<file path="src/rtl/fifo_chain_pkg.sv">
package fifo_chain_pkg;
  localparam int unsigned WORD_W_DEF = 18;

  function automatic int unsigned cnt_w(input int unsigned n);
    return (n < 2) ? 1 : $clog2(n + 1);
  endfunction

  function automatic int unsigned ptr_w(input int unsigned n);
    return (n < 2) ? 1 : $clog2(n);
  endfunction
endpackage

</file>
<file path="src/rtl/fifo_chain_ring.sv">
module fifo_chain_ring
  import fifo_chain_pkg::*;
#(
  parameter int unsigned W     = WORD_W_DEF,
  parameter int unsigned DEPTH = 4
) (
  input  logic                      clk,
  input  logic                      rst,
  input  logic                      push,
  input  logic [W-1:0]              push_data,
  input  logic                      pop,
  output logic [W-1:0]              head_data,
  output logic [cnt_w(DEPTH)-1:0]   fill
);
  localparam int unsigned PW = ptr_w(DEPTH);
  localparam int unsigned CW = cnt_w(DEPTH);
  localparam logic [PW-1:0] LAST = PW'(DEPTH - 1);

  logic [W-1:0]  mem [DEPTH];
  logic [PW-1:0] wp, rp;
  logic [CW-1:0] cnt;

  function automatic logic [PW-1:0] step(input logic [PW-1:0] p);
    return (p == LAST) ? '0 : p + 1'b1;
  endfunction

  always_ff @(posedge clk) begin
    if (push) mem[wp] <= push_data;
  end

  always_ff @(posedge clk) begin
    if (rst) begin
      wp  <= '0;
      rp  <= '0;
      cnt <= '0;
    end else begin
      if (push) wp <= step(wp);
      if (pop)  rp <= step(rp);
      cnt <= cnt + CW'(push) - CW'(pop);
    end
  end

  assign head_data = mem[rp];
  assign fill      = cnt;
endmodule

</file>
<file path="src/rtl/fifo_chain_stage.sv">
module fifo_chain_stage
  import fifo_chain_pkg::*;
#(
  parameter int unsigned W     = WORD_W_DEF,
  parameter int unsigned DEPTH = 4
) (
  input  logic         clk,
  input  logic         rst,
  input  logic         wr_en,
  input  logic [W-1:0] din,
  output logic         ir_n,
  input  logic         rd_en,
  output logic [W-1:0] dout,
  output logic         or_n
);
  localparam int unsigned CW = cnt_w(DEPTH);

  logic [CW-1:0] occ, mem_fill, seen;
  logic          out_v, wr_q;
  logic [W-1:0]  out_q, head;
  logic          wr_ok, rd_ok, fetch;

  // occupancy counts the ring plus the output register
  assign ir_n  = (occ == CW'(DEPTH));
  assign or_n  = ~out_v;
  assign dout  = out_q;
  assign wr_ok = wr_en & ~ir_n;
  assign rd_ok = rd_en & out_v;

  // a word written this cycle becomes fetchable one cycle later
  assign seen  = mem_fill - CW'(wr_q);
  assign fetch = (seen != '0) && (!out_v || rd_ok);

  fifo_chain_ring #(.W(W), .DEPTH(DEPTH)) u_ring (
    .clk       (clk),
    .rst       (rst),
    .push      (wr_ok),
    .push_data (din),
    .pop       (fetch),
    .head_data (head),
    .fill      (mem_fill)
  );

  always_ff @(posedge clk) begin
    if (rst) begin
      occ   <= '0;
      out_v <= 1'b0;
      wr_q  <= 1'b0;
      out_q <= '0;
    end else begin
      occ  <= occ + CW'(wr_ok) - CW'(rd_ok);
      wr_q <= wr_ok;
      if (fetch) begin
        out_v <= 1'b1;
        out_q <= head;
      end else if (rd_ok) begin
        out_v <= 1'b0;
      end
    end
  end
endmodule

</file>
<file path="src/rtl/fifo_chain.sv">
module fifo_chain
  import fifo_chain_pkg::*;
#(
  parameter int unsigned NSTAGE = 3,
  parameter int unsigned DEPTH  = 4,
  parameter int unsigned W      = WORD_W_DEF
) (
  input  logic         clk,
  input  logic         rst,
  input  logic         wr_en,
  input  logic [W-1:0] din,
  output logic         in_rdy_n,
  input  logic         rd_en,
  output logic [W-1:0] dout,
  output logic         out_rdy_n
);
  logic [W-1:0] lnk_d    [NSTAGE];
  logic         lnk_or_n [NSTAGE];
  logic         lnk_ir_n [NSTAGE];
  logic         st_wr    [NSTAGE];
  logic         st_rd    [NSTAGE];
  logic [W-1:0] st_din   [NSTAGE];

  for (genvar k = 0; k < NSTAGE; k++) begin : g_stage
    if (k == 0) begin : g_head
      assign st_wr[k]  = wr_en;
      assign st_din[k] = din;
    end else begin : g_link_in
      // a waiting word upstream is a write request downstream
      assign st_wr[k]  = ~lnk_or_n[k-1];
      assign st_din[k] = lnk_d[k-1];
    end

    if (k == NSTAGE - 1) begin : g_tail
      assign st_rd[k] = rd_en;
    end else begin : g_link_out
      // downstream space releases the upstream word
      assign st_rd[k] = ~lnk_ir_n[k+1];
    end

    fifo_chain_stage #(.W(W), .DEPTH(DEPTH)) u_stage (
      .clk   (clk),
      .rst   (rst),
      .wr_en (st_wr[k]),
      .din   (st_din[k]),
      .ir_n  (lnk_ir_n[k]),
      .rd_en (st_rd[k]),
      .dout  (lnk_d[k]),
      .or_n  (lnk_or_n[k])
    );
  end

  assign in_rdy_n  = lnk_ir_n[0];
  assign out_rdy_n = lnk_or_n[NSTAGE-1];
  assign dout      = lnk_d[NSTAGE-1];
endmodule

</file>
<file path="config.mk">
export PLATFORM = sky130hd
export DESIGN_NAME = fifo_chain
export DESIGN_NICKNAME = d
export VERILOG_FILES = /design/src/rtl/fifo_chain_pkg.sv /design/src/rtl/fifo_chain_ring.sv /design/src/rtl/fifo_chain_stage.sv /design/src/rtl/fifo_chain.sv
export SDC_FILE = /design/constraint.sdc
export NUM_CORES = 1
export LEC_CHECK = 0
export BUFFER_PORTS_ARGS = -buffer_cell sky130_fd_sc_hd__buf_2
export CORE_MARGIN = 1.5
export CORE_UTILIZATION = 64
export CTS_BUF_LIST = sky130_fd_sc_hd__clkbuf_8
export DETAILED_ROUTE_END_ITERATION = 10
export GPL_TIMING_DRIVEN = 0
export PLACE_DENSITY = 0.82
export SLEW_MARGIN = 10
export SYNTH_ARGS = -nofsm -noshare
export SYNTH_HDL_FRONTEND = slang
export SYNTH_SLANG_ARGS = --single-unit
</file>
<file path="constraint.sdc">
create_clock -name clk -period 2.6 [get_ports clk]
set_input_delay 0.26 -clock clk [delete_from_list [all_inputs] [get_ports clk]]
set_output_delay 0.26 -clock clk [all_outputs]
set_load 0.03 [all_outputs]
</file>
==> results.cfg <==
[finish]
area_delta_synth_final_pct = 12.6
fin_cells = 1272
fillers = 1232
diodes = 0
finalNetCount = 1027
final_layout_size_suffix_gt1_share_pct = 21.3

[synth]
synth_top_family_by_area = simple AND/OR/NAND/NOR gates
synth-simple-area-share_pct = 10.2
syn_nets = 915
yosysWarnings = 0
ys.flop_type = edfxtp_1
synth_area_mm2 = 0.0128
synth-edff-count = 216
synth_xor_area_share_pct = 1.19
yosysSeqAreaShare_pct = 64.5
synthAdderAreaFrac_pct = 3.86
async_reset_ff_share_pct = 0
synth_cell_type_count = 42
avgSynthCellArea_um2 = 15.0
postSynthCellCount = 857
synth-compound-area-share_pct = 5.81
muxShareOfSynthArea_pct = 9.97
synth_seq_cells = 306

[placement]
gp_congestion = 0.816
placedCellCount = 1162
io_buffers = 40
hpwl_um = 15800

[sta]
tightest_slew_ns = 0.953
fmax_mhz = 408
fin_worst_skew_ns = 0.0188
min_period_ns = 2.45
finalMaxSlewViolations = 0
finalHoldViolations = 0
rsz0062_at_grt = false
setup_viol = 0
period_share_pct = 94.3
maxSlewHeadroom_pct = 36.5
tns_ns = 0

[clock_network]
htreeDepth = 2
clock-sinks = 306
clockBufferDepth = 3
cts_tree = built
clk_pin_slew_ns = 0.06
cts_root_buffer = clkbuf_8
clk_latency_ns = 0.55
cts_buffers = 48

[setup_path]
critPathCaptureType = flip-flop
rr_startpoint = g_stage[2].u_stage.u_ring.fill[0]
critPathLaunch = g_stage[2].u_stage.u_ring.fill[0]
path_class = flip-flop to flip-flop
crit_required_ns = 3.07
cp_max_fo = 2
worstSetupStartpointType = flip-flop
crit_arrival_ns = 2.92

[global_routing]
gr-usage-all-layers_pct = 24.1
grt_max_degree = 19
grt_overflow = 0
grt_pass1_wl_um = 38000
grt_pass1_vias = 7618
antenna_found_initial = 0

[drt]
ant_nets = 0
route.detailed.drc = 0
vias = 7403
drt_iter0_drc = 548
via_per_inst = 5.82
wire_per_inst_um = 18.7
drt_pre_antenna_iters = 5
finalWirelength_um = 23700

[power]
netSwitchingFraction_pct = 33.4
power.internal_w = 0.0107
ir_drop_mv = 0.843
seqPwrFrac_pct = 44.3
power.total_w = 0.0160
clkPwrFrac_pct = 22.5
switchingPower_w = 0.00534
p_leak_nw = 5.18
power.share.combinational_pct = 33.2
pwr_density_cell_mw_per_mm2 = 1110

[floorplanning]
die_y_um = 145
io_pins = 42
dieArea_mm2 = 0.0209
initial_core_util_pct = 65.5
core_mm2 = 0.0196
row_count = 51
die_w_um = 145

[run_status]
status = complete, no violations

[hold_path]
min_from = rst
hold_class = primary input to flip-flop

[run]
maxCapViolCount = 0
[per-layer routing]
layer / track usage, % / wire length, um / vias up
li1: - / - / 3534
met1: 28.2 / 9800 / 3648
met2: 45.0 / 12500 / 175
met3: 4.14 / 813 / 46
met4: 7.76 / 578 / 0
met5: 0 / 0 / -
[critical path, stage by stage, from the launching register on]
cell	delay [ns]
dfxtp_1	0.31
inv_1	0.05
ha_1	0.30
nor2b_1	0.22
a21boi_2	0.10
ha_1	0.29
inv_1	0.06
ha_1	0.13
inv_1	0.05
fa_1	0.42
xor2_1	0.17
and2_1	0.16
nor3_1	0.11
[cells in the mapped netlist, types with 2 or more instances]
cell type	n	area share, %
edfxtp_1	216	51
dfxtp_1	90	14
nand3_1	72	2.8
mux4_2	54	9.5
o2111ai_1	54	3.7
nor2b_1	50	2.4
inv_1	48	1.4
nand2_1	42	1.2
ha_1	30	2.9
buf_2	23	0.90
nand4_1	18	0.88
o311ai_1	18	1.2
and2_1	17	0.83
clkbuf_1	15	0.44
nor2_1	13	0.38
buf_6	12	1.1
nor3_1	10	0.39
buf_4	8	0.47
a21oi_1	6	0.23
fa_1	6	0.94
o21ai_0	6	0.23
xnor2_1	6	0.41
nand2b_1	4	0.19
xor2_1	4	0.27
a31oi_1	3	0.15
buf_1	3	0.088
mux2_1	3	0.26
mux2i_1	3	0.23
nand3b_1	3	0.18
nor3b_2	3	0.29
or4_1	3	0.18
xor2_2	3	0.38
nand4bb_1	2	0.18
[worst paths after layout]
| path | end | slack [ns] | cells past startpoint |
|---|---|---|---|
| max | g_stage[2].u_stage.u_ring.fill[2] | 0.15 | 12 |
| min | g_stage[1].u_stage.u_ring.rp[0] | 0.18 | 3 |
| max reg2reg | g_stage[2].u_stage.u_ring.fill[2] | 0.15 | 12 |
| min reg2reg | g_stage[2].u_stage.u_ring.mem[3][4] | 0.50 | 0 |
[power groups by stage]
stage	clock, W	sequential, W	combinational (W)
after floorplan	0	0.00710	0.00394
after global placement	0	0.00708	0.00505
after detailed placement	0	0.00717	0.00521
after CTS	0.00364	0.00707	0.00531
after global routing	0.00387	0.00720	0.00588
final	0.00359	0.00708	0.00532
[final cells by class]
class / count / area [um^2] / share of cell area (%)
Buffer: 63 / 390 / 2.70
Sequential cell: 306 / 8290 / 57.3
Clock inverter: 40 / 193 / 1.33
Timing Repair Buffer: 62 / 413 / 2.86
Tap cell: 265 / 332 / 2.29
Clock buffer: 48 / 661 / 4.57
Multi-Input combinational cell: 439 / 4000 / 27.6
Inverter: 49 / 184 / 1.27
[stage by stage]
| stage | util [%] | setup WS, ns | hold slack [ns] | instance area, um^2 |
|---|---|---|---|---|
| 4_1_cts | 73.7 | 0.0866 | 0.154 | 14400 |
| 3_5_place_dp | 68.3 | 0.00932 | 0.476 | 13400 |
| 5_1_grt | 73.8 | 0.00213 | 0.205 | 14500 |
| 2_1_floorplan | - | 0.301 | 0.359 | 12800 |
| 6_report | 73.8 | 0.148 | 0.181 | 14500 |
| 3_3_place_gp | 68.3 | 0.120 | 0.473 | 13400 |
[timing repair]
item | CTS | global route
setup endpoints to repair | 2 | 2
gates resized for setup | 0 | 4
hold endpoints to repair | 73 | 0
hold buffers | 19 | 0
buffers inserted | 2 | 1
pin swaps | 2 | 2
[sequential cells by signal (all words and copies together) (netlist names)]
signal / count
g_stage.u_stage.u_ring.wp: 6
g_stage.u_stage.u_ring.fill: 9
g_stage.u_stage.u_ring.mem: 216
g_stage.u_stage.u_ring.rp: 6
g_stage.u_stage.dout: 54
g_stage.u_stage.wr_q: 3
g_stage.u_stage.out_v: 3
g_stage.u_stage.occ: 9
[placed cells by master, fill, tap and decap left out, drive strengths merged, types with 2 or more instances in the layout]
master and count:
a21oi 8, a31oi 3, and2 17, and4bb 2, buf 89, clkbuf 65
clkinv 18, dfxtp 90, dlygate4sd3 19, edfxtp 216, fa 6, ha 30
inv 69, mux2 3, mux2i 3, mux4 54, nand2 42, nand2b 4
nand3 72, nand3b 3, nand4 18, nand4bb 2, nor2 13, nor2b 50
nor3 10, nor3b 3, o2111ai 54, o21ai 6, o311ai 18, or4 3
xnor2 7, xor2 7
[cells by family (layout without fill, tap and decap cells)]
family,count (synthesis),in the layout
simple gates,239,239
xor+xnor,14,14
fa+ha+maj,36,36
buf+inv,112,262
flops,306,306
compound gates,90,90
mux,60,60
Power figures use the tool's default switching activity.
